**config.mk**
```make
export PLATFORM = sky130hd
export DESIGN_NAME = iop_unit
export DESIGN_NICKNAME = d
export VERILOG_FILES = /design/src/rtl/iop_pkg.sv /design/src/rtl/iop_arith.sv /design/src/rtl/iop_cmp.sv /design/src/rtl/iop_logic.sv /design/src/rtl/iop_unit.sv
export SDC_FILE = /design/constraint.sdc
export NUM_CORES = 1
export LEC_CHECK = 0
export BUFFER_PORTS_ARGS = -buffer_cell sky130_fd_sc_hd__clkbuf_2
export CORE_MARGIN = 4
export CORE_UTILIZATION = 28
export CTS_BUF_LIST = sky130_fd_sc_hd__clkbuf_8
export DETAILED_ROUTE_END_ITERATION = 10
export GPL_TIMING_DRIVEN = 0
export PLACE_DENSITY_LB_ADDON = 0.15
export SLEW_MARGIN = 20
export SYNTH_ARGS = -nofsm -noshare
export SYNTH_HDL_FRONTEND = slang
export SYNTH_HIERARCHICAL = 1
export SYNTH_SLANG_ARGS = --single-unit
```
**constraint.sdc**
```tcl
create_clock -name clk -period 0.95 [get_ports clk]
set_clock_uncertainty 0.15 [all_clocks]
set_input_delay 0.095 -clock clk [delete_from_list [all_inputs] [get_ports clk]]
set_output_delay 0.095 -clock clk [all_outputs]
set_load 0.1 [all_outputs]
```
**src/rtl/iop_pkg.sv**
```systemverilog
package iop_pkg;
   typedef enum logic [3:0] {
      OP_ADD_D  = 4'd0,
      OP_SUB_D  = 4'd1,
      OP_ADD_W  = 4'd2,
      OP_SUB_W  = 4'd3,
      OP_SADD4  = 4'd4,
      OP_SADD8  = 4'd5,
      OP_SSUB4  = 4'd6,
      OP_SSUB8  = 4'd7,
      OP_CEQ    = 4'd8,
      OP_CLT    = 4'd9,
      OP_CLE    = 4'd10,
      OP_CULT   = 4'd11,
      OP_AND    = 4'd12,
      OP_OR     = 4'd13,
      OP_XOR    = 4'd14,
      OP_CMOV   = 4'd15
   } iop_op_e;

   typedef enum logic [2:0] {
      CC_ZERO  = 3'd0,
      CC_NZERO = 3'd1,
      CC_NEG   = 3'd2,
      CC_NNEG  = 3'd3,
      CC_NPOS  = 3'd4,
      CC_POS   = 3'd5,
      CC_ODD   = 3'd6,
      CC_EVEN  = 3'd7
   } iop_cc_e;
endpackage

```
**src/rtl/iop_arith.sv**
```systemverilog
module iop_arith
   import iop_pkg::*;
#(
   parameter int DATA_W      = 64,
   parameter int WORD_W      = 32,
   parameter int SHIFT_SMALL = 2,
   parameter int SHIFT_LARGE = 3,
   parameter bit WORD_OPS    = 1'b1
) (
   input  iop_op_e             op,
   input  logic [DATA_W-1:0]   a,
   input  logic [DATA_W-1:0]   b,
   output logic [DATA_W-1:0]   y,
   output logic                ovf
);
   localparam int MSB  = DATA_W - 1;
   localparam int WMSB = WORD_W - 1;
   localparam int EXT  = DATA_W - WORD_W;

   logic              is_sub;
   logic [MSB:0]      a_sc;
   logic [MSB:0]      b_eff;
   logic [MSB:0]      full;
   logic              ovf_d;
   logic              ovf_w;
   logic [MSB:0]      word_res;

   always_comb begin
      is_sub = (op == OP_SUB_D) || (op == OP_SUB_W) ||
               (op == OP_SSUB4) || (op == OP_SSUB8);
      unique case (op)
         OP_SADD4, OP_SSUB4: a_sc = a << SHIFT_SMALL;
         OP_SADD8, OP_SSUB8: a_sc = a << SHIFT_LARGE;
         default:            a_sc = a;
      endcase
      b_eff = is_sub ? ~b : b;
      full  = a_sc + b_eff + {{(DATA_W-1){1'b0}}, is_sub};
      ovf_d = (a_sc[MSB] == b_eff[MSB]) && (full[MSB] != a_sc[MSB]);
      ovf_w = (a_sc[WMSB] == b_eff[WMSB]) && (full[WMSB] != a_sc[WMSB]);
   end

   generate
      if (WORD_OPS) begin : g_word
         assign word_res = {{EXT{full[WMSB]}}, full[WMSB:0]};
      end else begin : g_noword
         assign word_res = full;
      end
   endgenerate

   always_comb begin
      y   = full;
      ovf = 1'b0;
      unique case (op)
         OP_ADD_D, OP_SUB_D: ovf = ovf_d;
         OP_ADD_W, OP_SUB_W: begin
            y   = word_res;
            ovf = WORD_OPS ? ovf_w : ovf_d;
         end
         default: ovf = 1'b0;
      endcase
   end
endmodule

```
**src/rtl/iop_cmp.sv**
```systemverilog
module iop_cmp
   import iop_pkg::*;
#(
   parameter int DATA_W = 64
) (
   input  iop_op_e             op,
   input  iop_cc_e             cc,
   input  logic [DATA_W-1:0]   a,
   input  logic [DATA_W-1:0]   b,
   output logic                cmp_true,
   output logic                cc_ok
);
   localparam int MSB = DATA_W - 1;

   logic eq, slt, ult, a_zero;

   always_comb begin
      eq     = (a == b);
      slt    = $signed(a) < $signed(b);
      ult    = a < b;
      a_zero = (a == '0);
      unique case (op)
         OP_CEQ:  cmp_true = eq;
         OP_CLT:  cmp_true = slt;
         OP_CLE:  cmp_true = slt | eq;
         OP_CULT: cmp_true = ult;
         default: cmp_true = 1'b0;
      endcase
      unique case (cc)
         CC_ZERO:  cc_ok = a_zero;
         CC_NZERO: cc_ok = !a_zero;
         CC_NEG:   cc_ok = a[MSB];
         CC_NNEG:  cc_ok = !a[MSB];
         CC_NPOS:  cc_ok = a[MSB] | a_zero;
         CC_POS:   cc_ok = !a[MSB] && !a_zero;
         CC_ODD:   cc_ok = a[0];
         default:  cc_ok = !a[0];
      endcase
   end
endmodule

```
**src/rtl/iop_logic.sv**
```systemverilog
module iop_logic
   import iop_pkg::*;
#(
   parameter int DATA_W = 64
) (
   input  iop_op_e             op,
   input  logic [DATA_W-1:0]   a,
   input  logic [DATA_W-1:0]   b,
   output logic [DATA_W-1:0]   y
);
   always_comb begin
      unique case (op)
         OP_AND:  y = a & b;
         OP_OR:   y = a | b;
         OP_XOR:  y = a ^ b;
         default: y = '0;
      endcase
   end
endmodule

```
**src/rtl/iop_unit.sv**
```systemverilog
module iop_unit
   import iop_pkg::*;
#(
   parameter int DATA_W      = 64,
   parameter int WORD_W      = 32,
   parameter int LIT_W       = 8,
   parameter int SHIFT_SMALL = 2,
   parameter int SHIFT_LARGE = 3,
   parameter bit WORD_OPS    = 1'b1
) (
   input  logic                clk,
   input  logic                rst_n,
   input  logic                issue_i,
   input  logic [3:0]          op_i,
   input  logic [2:0]          cond_i,
   input  logic                trap_en_i,
   input  logic                use_lit_i,
   input  logic [LIT_W-1:0]    lit_i,
   input  logic [DATA_W-1:0]   opa_i,
   input  logic [DATA_W-1:0]   opb_i,
   input  logic [DATA_W-1:0]   old_i,
   output logic [DATA_W-1:0]   res_o,
   output logic                res_vld_o,
   output logic                wr_en_o,
   output logic                ovf_o
);
   localparam int LIT_PAD = DATA_W - LIT_W;
   localparam int EXT_W   = DATA_W - WORD_W;

   generate
      if (WORD_W >= DATA_W) begin : g_bad_word
         $error("iop_unit: WORD_W must be below DATA_W");
      end
      if (LIT_W >= DATA_W) begin : g_bad_lit
         $error("iop_unit: LIT_W must be below DATA_W");
      end
      if (SHIFT_LARGE >= DATA_W || SHIFT_SMALL >= SHIFT_LARGE) begin : g_bad_shift
         $error("iop_unit: scale shifts out of range");
      end
   endgenerate

   iop_op_e           op;
   iop_cc_e           cc;
   logic [DATA_W-1:0] b_sel;
   logic [DATA_W-1:0] arith_y, logic_y;
   logic              arith_ovf, cmp_true, cc_ok;
   logic [DATA_W-1:0] res_d;
   logic              wr_d, ovf_d;

   assign op    = iop_op_e'(op_i);
   assign cc    = iop_cc_e'(cond_i);
   assign b_sel = use_lit_i ? {{LIT_PAD{1'b0}}, lit_i} : opb_i;

   iop_arith #(
      .DATA_W(DATA_W), .WORD_W(WORD_W), .SHIFT_SMALL(SHIFT_SMALL),
      .SHIFT_LARGE(SHIFT_LARGE), .WORD_OPS(WORD_OPS)
   ) u_arith (
      .op(op), .a(opa_i), .b(b_sel), .y(arith_y), .ovf(arith_ovf)
   );

   iop_cmp #(.DATA_W(DATA_W)) u_cmp (
      .op(op), .cc(cc), .a(opa_i), .b(b_sel),
      .cmp_true(cmp_true), .cc_ok(cc_ok)
   );

   iop_logic #(.DATA_W(DATA_W)) u_logic (
      .op(op), .a(opa_i), .b(b_sel), .y(logic_y)
   );

   always_comb begin
      wr_d  = issue_i;
      ovf_d = 1'b0;
      unique case (op)
         OP_ADD_D, OP_SUB_D, OP_ADD_W, OP_SUB_W,
         OP_SADD4, OP_SADD8, OP_SSUB4, OP_SSUB8: begin
            res_d = arith_y;
            ovf_d = issue_i & trap_en_i & arith_ovf;
         end
         OP_CEQ, OP_CLT, OP_CLE, OP_CULT:
            res_d = {{(DATA_W-1){1'b0}}, cmp_true};
         OP_AND, OP_OR, OP_XOR:
            res_d = logic_y;
         default: begin
            res_d = cc_ok ? b_sel : old_i;
            wr_d  = issue_i & cc_ok;
         end
      endcase
   end

   always_ff @(posedge clk or negedge rst_n) begin
      if (!rst_n) begin
         res_o     <= '0;
         res_vld_o <= 1'b0;
         wr_en_o   <= 1'b0;
         ovf_o     <= 1'b0;
      end else begin
         res_vld_o <= issue_i;
         wr_en_o   <= wr_d;
         ovf_o     <= ovf_d;
         if (issue_i) res_o <= res_d;
      end
   end


   issue_to_valid_chk: assert property (@(posedge clk) disable iff (!rst_n)
      issue_i |=> res_vld_o);

   idle_quiet_chk: assert property (@(posedge clk) disable iff (!rst_n)
      !issue_i |=> (!res_vld_o && !wr_en_o && !ovf_o));

   no_overflow_chk: assert property (@(posedge clk) disable iff (!rst_n)
      (issue_i && !trap_en_i) |=> !ovf_o);

   trap_writes_chk: assert property (@(posedge clk) disable iff (!rst_n)
      ovf_o |-> (wr_en_o && res_vld_o));

   scaled_no_trap_chk: assert property (@(posedge clk) disable iff (!rst_n)
      (issue_i && op_i >= 4'd4 && op_i <= 4'd7) |=> !ovf_o);

   cmp_bool_chk: assert property (@(posedge clk) disable iff (!rst_n)
      (issue_i && op_i >= 4'd8 && op_i <= 4'd11) |=> (res_o[DATA_W-1:1] == '0));

   word_canon_chk: assert property (@(posedge clk) disable iff (!rst_n)
      (issue_i && (op_i == 4'd2 || op_i == 4'd3)) |=>
         (res_o[DATA_W-1:WORD_W] == {EXT_W{res_o[WORD_W-1]}}));

   cmov_skip_chk: assert property (@(posedge clk) disable iff (!rst_n)
      (issue_i && op_i == 4'd15 && !cc_ok) |=> (!wr_en_o && res_o == $past(old_i)));
endmodule

```
==> run_results.csv <==
group,metric,value,unit
run_status,status,"complete, but fails checks",
run_status,violations,"hold timing, setup timing",
die,dieArea,63400,µm²
timing,worst_pin_slew,1160,ps
global_routing,overflow,0,
logic_synthesis,yosysSeqAreaShare,10.1,%
routing,vias,18800,
worst_setup_path,cp_slowest_stage_delay,390,ps
timing,finalCritPeriodShare,424,%
worst_setup_path,cpMaxStageDelayCell,"fa_2",
worst_setup_path,rrSetupSlack,-100,ps
routing,wirelength,79200,µm
logic_synthesis,yosys_warnings,6,
run,maxCapViolCount,0,
timing,post-route-min-period,4030,ps
timing,fin_ws,-3080,ps
logic_synthesis,synthArstFlopShare,100,%
worst_setup_path,start_kind,"primary input",
logic_synthesis,netlist_instances,2309,
routing,wl_per_cell,22.4,µm
finish,synthToLayoutAreaGrowth,45.3,%
worst_setup_path,reg2reg_depth,3,
logic_synthesis,ys_types,83,
worst_setup_path,cp.depth,19,
logic_synthesis,synth_top_area_share,19.1,%
worst_setup_path,crit_family,"compound AO/OA/AOI/OAI gates",
placed_design,hpwl,62300,µm
routing,first_pass_iters,5,
finish,drive_gt1_share,32.2,%
clock_network,cts_num_sinks,67,
clock_network,clk_pin_slew_worst_paths,80,ps
clock_network,h-tree-depth,3,
die,dieHeight,252,µm
worst_setup_path,end_kind,"register",
worst_setup_path,timing.rr.start,"res_o[57]$_DFFE_PN0P_",
min_path,hold_class,"primary input to async pin",
routing,via_per_inst,5.33,
clock_network,ctsHoldBuffers,45,
worst_setup_path,crit_path_cell_trace,"buf_16 > buf_12 > mux2_4 > mux2_4 > a31o_4 > fa_2 > a21o_1 > a221oi_4 > buf_4 > a211o_1 > o211ai_1 > a31oi_4 > o211ai_1 > buf_4 > a311oi_4 > or4_4 > nand3_2 > nand2b_1 > a41oi_2",
worst_setup_path,timing.rr.end,"res_o[57]$_DFFE_PN0P_",
die,pin_count,279,
timing,hold_ws,-498,ps
clock_network,cts_tree,"built",
timing,setup_violations,133,
logic_synthesis,synth_nets,2776,
die,std_cell_rows,89,
logic_synthesis,ys.flop_type,"dfrtp_1",
logic_synthesis,synth.top_cells.by_area,"ha_1 19%, dfrtp_1 10%, a21oi_1 5.1%",
logic_synthesis,synth_area_per_cell,7.21,µm²
pwr,p_per_area,1210,nW/µm²
logic_synthesis,yosys.cell_count.top_type,"ha_1",
global_routing,grt_pass1_wl,116000,µm
pwr,max-vdd-ir-drop,0.900,mV
clock_network,numCtsBuffers,9,
global_routing,antenna_found_initial,4,
global_routing,groute.usage.overall,23.7,%
worst_setup_path,path_max_fanout,4,
worst_setup_path,crit_required,1090,ps
timing,rsz0062_at_grt,"true",
pwr,p_leak,11.3,nW
routing,drtAntennaViolNets,0,
placed_design,place_ws,-4100,ps
worst_setup_path,critPathBufInv,4,
routing,drt_iter0_drc,1051,
global_routing,grt_pass1_vias,19100,
timing,hold_viol,76,
clock_network,clkLatencyLatePin,440,ps
die,core_area,58900,µm²
logic_synthesis,yosys.area.top_type,"ha_1",
global_routing,grt_max_degree,37,
die,initial_core_util,28.3,%
finish,nets,3222,
clock_network,clockBufferDepth,2,
finish,fin_util,41.1,%
finish,final_cells,3533,
timing,maxSlewViolCount,0,
logic_synthesis,synth_edf_count,0,
logic_synthesis,synth_common_cells,"254 x ha_1, 219 x inv_1, 168 x a21oi_1",
placed_design,gp_congestion,0.888,
placed_design,post_dp_cell_area,19500,µm²
logic_synthesis,synth_seq_cells,67,
worst_setup_path,worstPathArrival,4170,ps
placed_design,dp_cells,3360,
timing,slew_headroom,22.7,%
worst_setup_path,worst-setup-path-type,"primary input to register",
finish,final_area,24200,µm²
placed_design,portBuffers,277,
timing,max_freq,248,MHz
logic_synthesis,synth_area,16600,µm²
die,fp.dieW,252,µm
clock_network,cts-root-buf,"clkbuf_8",
routing,route.detailed.drc,0,
[power by group]
part	switching (mW)	leakage [nW]	internal, mW
sequential	0.567	0.725	3.48
clock	1.51	0.0994	1.13
combinational	13.5	10.5	9.14
total	15.6	11.3	13.7
[per-stage QoR]
stage | setup TNS, ps | power (mW)
6_report | -180720 | 29.4
5_1_grt | -188650 | 31.1
4_1_cts | -187830 | 27.2
3_5_place_dp | -237060 | 21.2
3_3_place_gp | -325680 | 21.0
2_1_floorplan | -144670 | 16.3
[cells by family after synthesis]
| group | count (synthesis) | synth area share [%] |
|---|---|---|
| multiplexers | 83 | 5.08 |
| AO/OA/AOI/OAI | 638 | 25.1 |
| adder cells (fa/ha/maj) | 255 | 19.2 |
| buffers and inverters | 374 | 9.49 |
| flip-flops | 67 | 10.1 |
| XOR/XNOR | 115 | 6.05 |
| AND/OR/NAND/NOR | 777 | 25.0 |
[final cells by class]
class | instances | area, µm²
diodes | 1 | 2.50
well taps | 773 | 967
multi-input cells | 1868 | 15300
clock buffers | 12 | 165
fillers | 6072 | 34700
clock inverters | 3 | 13.8
flip-flops and latches | 67 | 1760
repair buffers | 451 | 4090
inverters | 221 | 837
plain buffers | 137 | 1100
[sequential cells by signal, summed over array words and instances (netlist names)]
signal,count
res_o,64
ovf_o,1
res_vld_o,1
wr_en_o,1
[cells in the final DEF, fill, tap and decap left out, types with 64 or more instances in the layout]
| cell type | netlist | layout |
|---|---|---|
| nor2b_1 | 122 | 72 |
| a21oi_1 | 168 | 144 |
| o21ai_1 | 88 | 86 |
| dfrtp_2 | 0 | 66 |
| nand3_1 | 93 | 85 |
| nand2_1 | 137 | 131 |
| nand2b_1 | 72 | 69 |
| inv_1 | 219 | 220 |
| buf_4 | 3 | 111 |
| a22o_1 | 64 | 64 |
| o21ai_0 | 98 | 76 |
| nor2_1 | 167 | 161 |
| ha_1 | 254 | 235 |
| mux2i_1 | 74 | 72 |
| clkbuf_2 | 1 | 205 |
| xor2_1 | 85 | 75 |
[layer usage]
metal | up-vias | GRT usage [%] | share of wire [%]
li1 | 9071 | - | -
met1 | 9202 | 30.6 | 45
met2 | 466 | 41.3 | 48
met4 | 0 | 7.83 | 3.4
met5 | - | 0 | 0
met3 | 91 | 2.75 | 4.0
[worst register-to-register path, delay by kind of cell (launching register included)]
family,cells,cell delay (ps)
and+or+nand+nor,1,120
DFF,1,430
AOI/OAI and AO/OA,1,50
buffers and inverters,1,140
[repair_timing]
item,in CTS,in global routing
gates cloned,1,2
setup buffers,90,39
pin swaps,87,64
endpoints found under the setup margin,133,133
hold endpoints to repair,133,51
resized for setup,379,396
[worst max-delay path by stage]
stage                            end  slack (ps)      start
6_report       res_o[60]$_DFFE_PN0P_       -3080  use_lit_i
2_1_floorplan  res_o[54]$_DFFE_PN0P_       -3240  use_lit_i
3_3_place_gp   res_o[58]$_DFFE_PN0P_       -4040    op_i[3]
4_1_cts        res_o[54]$_DFFE_PN0P_       -3140  use_lit_i
5_1_grt        res_o[54]$_DFFE_PN0P_       -3150  use_lit_i
3_5_place_dp   res_o[58]$_DFFE_PN0P_       -4100    op_i[3]
No activity file was read; power rests on OpenSTA's default activity.
